--- src/rtl/strapbank.sv ---
module strapbank #(
  parameter logic [31:0] REV_ID = 32'h0400_0303,
  parameter int NSCR = 4,
  parameter int AW = 8
) (
  input  logic          clk,
  input  logic          rst_n,
  input  logic [31:0]   strap_pins,
  input  logic [AW-1:0] bus_addr,
  input  logic          bus_wen,
  input  logic [31:0]   bus_wdata,
  input  logic          bus_ren,
  output logic [31:0]   bus_rdata,
  output logic          bad_wr
);
  localparam logic [AW-1:0] A_KEY   = AW'('h00);
  localparam logic [AW-1:0] A_SCR0  = AW'('h10);
  localparam logic [AW-1:0] A_STRAP = AW'('h70);
  localparam logic [AW-1:0] A_REV   = AW'('h7C);
  localparam logic [31:0]   MAGIC   = 32'h1688_A8A8;
  localparam bit NEWF = (REV_ID[31:24] == 8'h04);

  logic [31:0] strap_q;
  logic        key_q;
  logic [31:0] scr_q [NSCR];
  logic [31:0] rd;

  wire wr_key   = bus_wen && bus_addr == A_KEY;
  wire wr_strap = bus_wen && bus_addr == A_STRAP;
  wire wr_rev   = bus_wen && bus_addr == A_REV;

  always_ff @(posedge clk) begin
    if (!rst_n) begin
      strap_q <= strap_pins;
      key_q   <= 1'b0;
      bad_wr  <= 1'b0;
    end else begin
      if (wr_strap)
        strap_q <= NEWF ? (strap_q | bus_wdata) : bus_wdata;
      else if (wr_rev && NEWF)
        strap_q <= strap_q & ~bus_wdata;
      if (wr_key)
        key_q <= (bus_wdata == MAGIC);
      bad_wr <= wr_rev && !NEWF;
    end
  end

  always_ff @(posedge clk) begin
    for (int i = 0; i < NSCR; i++) begin
      if (!rst_n)
        scr_q[i] <= '0;
      else if (bus_wen && key_q && bus_addr == A_SCR0 + AW'(4 * i))
        scr_q[i] <= bus_wdata;
    end
  end

  always_comb begin
    rd = '0;
    case (bus_addr)
      A_KEY:   rd = {31'b0, key_q};
      A_STRAP: rd = strap_q;
      A_REV:   rd = REV_ID;
      default: rd = '0;
    endcase
    for (int i = 0; i < NSCR; i++)
      if (bus_addr == A_SCR0 + AW'(4 * i)) rd = scr_q[i];
  end

  assign bus_rdata = bus_ren ? rd : '0;
endmodule


--- config.mk ---
export PLATFORM = sky130hd
export DESIGN_NAME = strapbank
export DESIGN_NICKNAME = d
export VERILOG_FILES = /design/src/rtl/strapbank.sv
export SDC_FILE = /design/constraint.sdc
export NUM_CORES = 1
export LEC_CHECK = 0
export ABC_AREA = 1
export BUFFER_PORTS_ARGS = -buffer_cell sky130_fd_sc_hd__buf_2
export CORE_AREA = 3 3 146 120
export DETAILED_ROUTE_END_ITERATION = 16
export DIE_AREA = 0 0 149 123
export GPL_ROUTABILITY_DRIVEN = 1
export HOLD_SLACK_MARGIN = 0.05
export PLACE_DENSITY = 0.73
export SLEW_MARGIN = 10
export SYNTH_ARGS = -nofsm -noshare
export SYNTH_HDL_FRONTEND = slang
export SYNTH_SLANG_ARGS = --single-unit
--- constraint.sdc ---
create_clock -name clk -period 2.51 [get_ports clk]
set_clock_uncertainty 0.2 [all_clocks]
set_input_delay 0.251 -clock clk [delete_from_list [all_inputs] [get_ports clk]]
set_output_delay 0.251 -clock clk [all_outputs]
set_load 0.1 [all_outputs]
==> flow_summary.ini <==
[detailed_routing]
wl_um = 22580
postRouteAntennaNets = 0
viasPerCell = 5.364
drt-pass1-iter-count = 6
dr_total_vias = 6753
drc = 0
drtIter0Drc = 668
wl_per_cell_um = 17.93

[setup_path]
path_class = input port to primary output
crit_fanout = 28
regToRegStartpoint = key_q
cp.arrival_ns = 1.87
end_kind = primary output
critPathLaunchType = input port
reg2reg_depth = 5
cp_data_required_time_ns = 2.06
r2r_setup_slack_ns = 0.87
reg2reg_to = scr_q[3][15]

[global_route]
overflow = 0
antenna_found_initial = 0
grt_pass1_vias = 6590
grt_usage_pct = 25.24
grt_max_degree = 59
grt_pass1_wl_um = 35110

[timing]
max-slew-margin-rel_pct = 44.91
rsz0062_at_grt = no
fmax_ghz = 0.4309
tns_ns = 0
tightest_slew_ns = 0.8263
fin_crit_sh_pct = 92.46
setup_viol = 0
period_needed_ns = 2.321
hold_violations = 0
slew_viol_final = 0

[cts]
clockBufferDepth = 2
cts_sinks = 161
postCtsSetupRepairBufs = 0
clk_pin_slew_ns = 0.06
post_cts_resized = 0
hold_buffers = 49
h-tree-depth = 4
cts_root_buf = clkbuf_16
cts_buffers = 17
cts_tree = done
clock_latency_ns = 0.42

[finish]
area_growth_syn_to_layout_pct = 30.47
nNetsFinal = 1102
multi_input_area_sq_mm = 0.002679
final-seq-area_sq_mm = 0.004825
drive_gt1_share_pct = 21.85
fillCellCount = 1287
final_core_util_pct = 64.45
diodes = 0

[die]
die_x_um = 149
start_util_pct = 49.40
rows = 42
io-pin-count = 109
fp.dieH_um = 123
coreArea_sq_mm = 0.01629
dieArea_sq_mm = 0.01833

[synth]
synth.distinct_cells = 29
synth_top_area_cell = edfxtp_1
ys_seq_area_share_pct = 59.95
synth_top_area_share_pct = 59.70
syn_inst = 877
yosys_warnings = 0
syn-cell-area_sq_mm = 0.008048
synth_seq_cells = 161
ys_top_cells_by_area = edfxtp_1 60%, nand2_1 9.5%, nor2_1 9.0%
syn_nets = 953
avgSynthCellArea_sq_um = 9.176

[min_path]
hp-start = bus_wdata[3]
whs_path_depth = 3
hold_path.class = input port to flip-flop

[job]
cap_violations = 0

[placed_design]
io_buffer_count = 107
routabilityCongestion = 0.8403
dpl.hpwl_um = 13750

[run_status]
outcome = finished clean

[power_and_ir_drop]
ir_drop_v = 0.0005046
p_leak_nw = 4.482
power_mw = 6.323
cellPowerDensity_mw_per_mm2 = 602.2
==> cell usage after synthesis (all sizes together) <==
cell and number:
nand2 216, nor2 198, edfxtp 160, inv 89
o21ai 68, nand3 44, o22ai 32, buf 29
clkbuf 21, nor3 9, or2 4, a21oi 2
nand4 2, conb 1, dfxtp 1, o211ai 1
==> cell type report <==
| type | count | area share, % |
|---|---|---|
| Timing Repair Buffer | 180 | 16.78 |
| Inverter | 89 | 3.205 |
| Tap cell | 220 | 2.622 |
| Multi-Input combinational cell | 577 | 25.51 |
| Sequential cell | 161 | 45.95 |
| Clock buffer | 18 | 4.087 |
| Clock inverter | 14 | 1.847 |
==> report_power, final <==
group	total, mW	internal (mW)	switching (mW)
registers	3.10	3.07	0.0345
clock network	2.75	1.74	1.01
logic	0.471	0.175	0.296
==> how the worst max path moves through the flow <==
stage | from | to | cells after the start
6_report | bus_addr[0] | bus_rdata[10] | 11
4_1_cts | bus_addr[0] | bus_rdata[29] | 11
2_1_floorplan | bus_addr[2] | bus_rdata[17] | 9
3_3_place_gp | bus_addr[0] | bus_rdata[10] | 11
3_5_place_dp | bus_addr[0] | bus_rdata[29] | 11
5_1_grt | bus_addr[0] | bus_rdata[10] | 11
==> cells in the final DEF (no fill, tap or decap), types with 2 or more instances in the layout <==
cell / count
nor3_1: 8
o21ai_0: 58
clkbuf_16: 17
o21ai_1: 10
nand3_1: 33
buf_2: 75
clkinv_2: 4
nand2_1: 202
o22ai_2: 6
nor2_4: 4
edfxtp_1: 160
buf_12: 38
clkinv_1: 4
nand4_1: 2
inv_1: 87
nand2_2: 12
bufinv_16: 5
dlygate4sd3_1: 49
or2_0: 4
nand3_2: 11
buf_4: 18
nand2_4: 2
nor2_2: 29
o22ai_1: 26
nor2_1: 165
==> metrics by stage <==
stage               setup slack (ns)  cells  hold slack (ns)  area [sq um]
floorplan                    0.09425    877           0.2399          8119
global placement              0.2375   1178           0.3521          9387
detailed placement            0.2221   1178           0.3594          9387
CTS                           0.1979   1259          0.05570         10500
global route                 0.04853   1259          0.05848         10500
finish                        0.1893   1259          0.06574         10500
==> cell families after synthesis <==
group / count (synthesis) / share of synthesized area, %
AOI/OAI and AO/OA: 103 / 7.463
buffers and inverters: 139 / 7.680
DFF: 161 / 59.95
other: 1 / 0.04660
and+or+nand+nor: 473 / 24.86
==> metal layers <==
| layer | global-route usage (%) | up-vias | wire, um |
|---|---|---|---|
| li1 | - | 3171 | - |
| met1 | 33.84 | 3182 | 8898 |
| met2 | 42.02 | 368 | 11090 |
| met3 | 4.910 | 32 | 2280 |
| met4 | 8.005 | 0 | 308 |
| met5 | 0 | - | 0 |
==> critical path: stages <==
cell and delay (ns):
buf_2 0.12, inv_1 0.05, nand2_1 0.11, nor2_4 0.24, nand2_4 0.13, inv_4 0.30
nand2_1 0.11, nand3_2 0.09, nor2_1 0.05, nor2_2 0.20, buf_12 0.21
No activity file was read; power rests on OpenSTA's default activity.
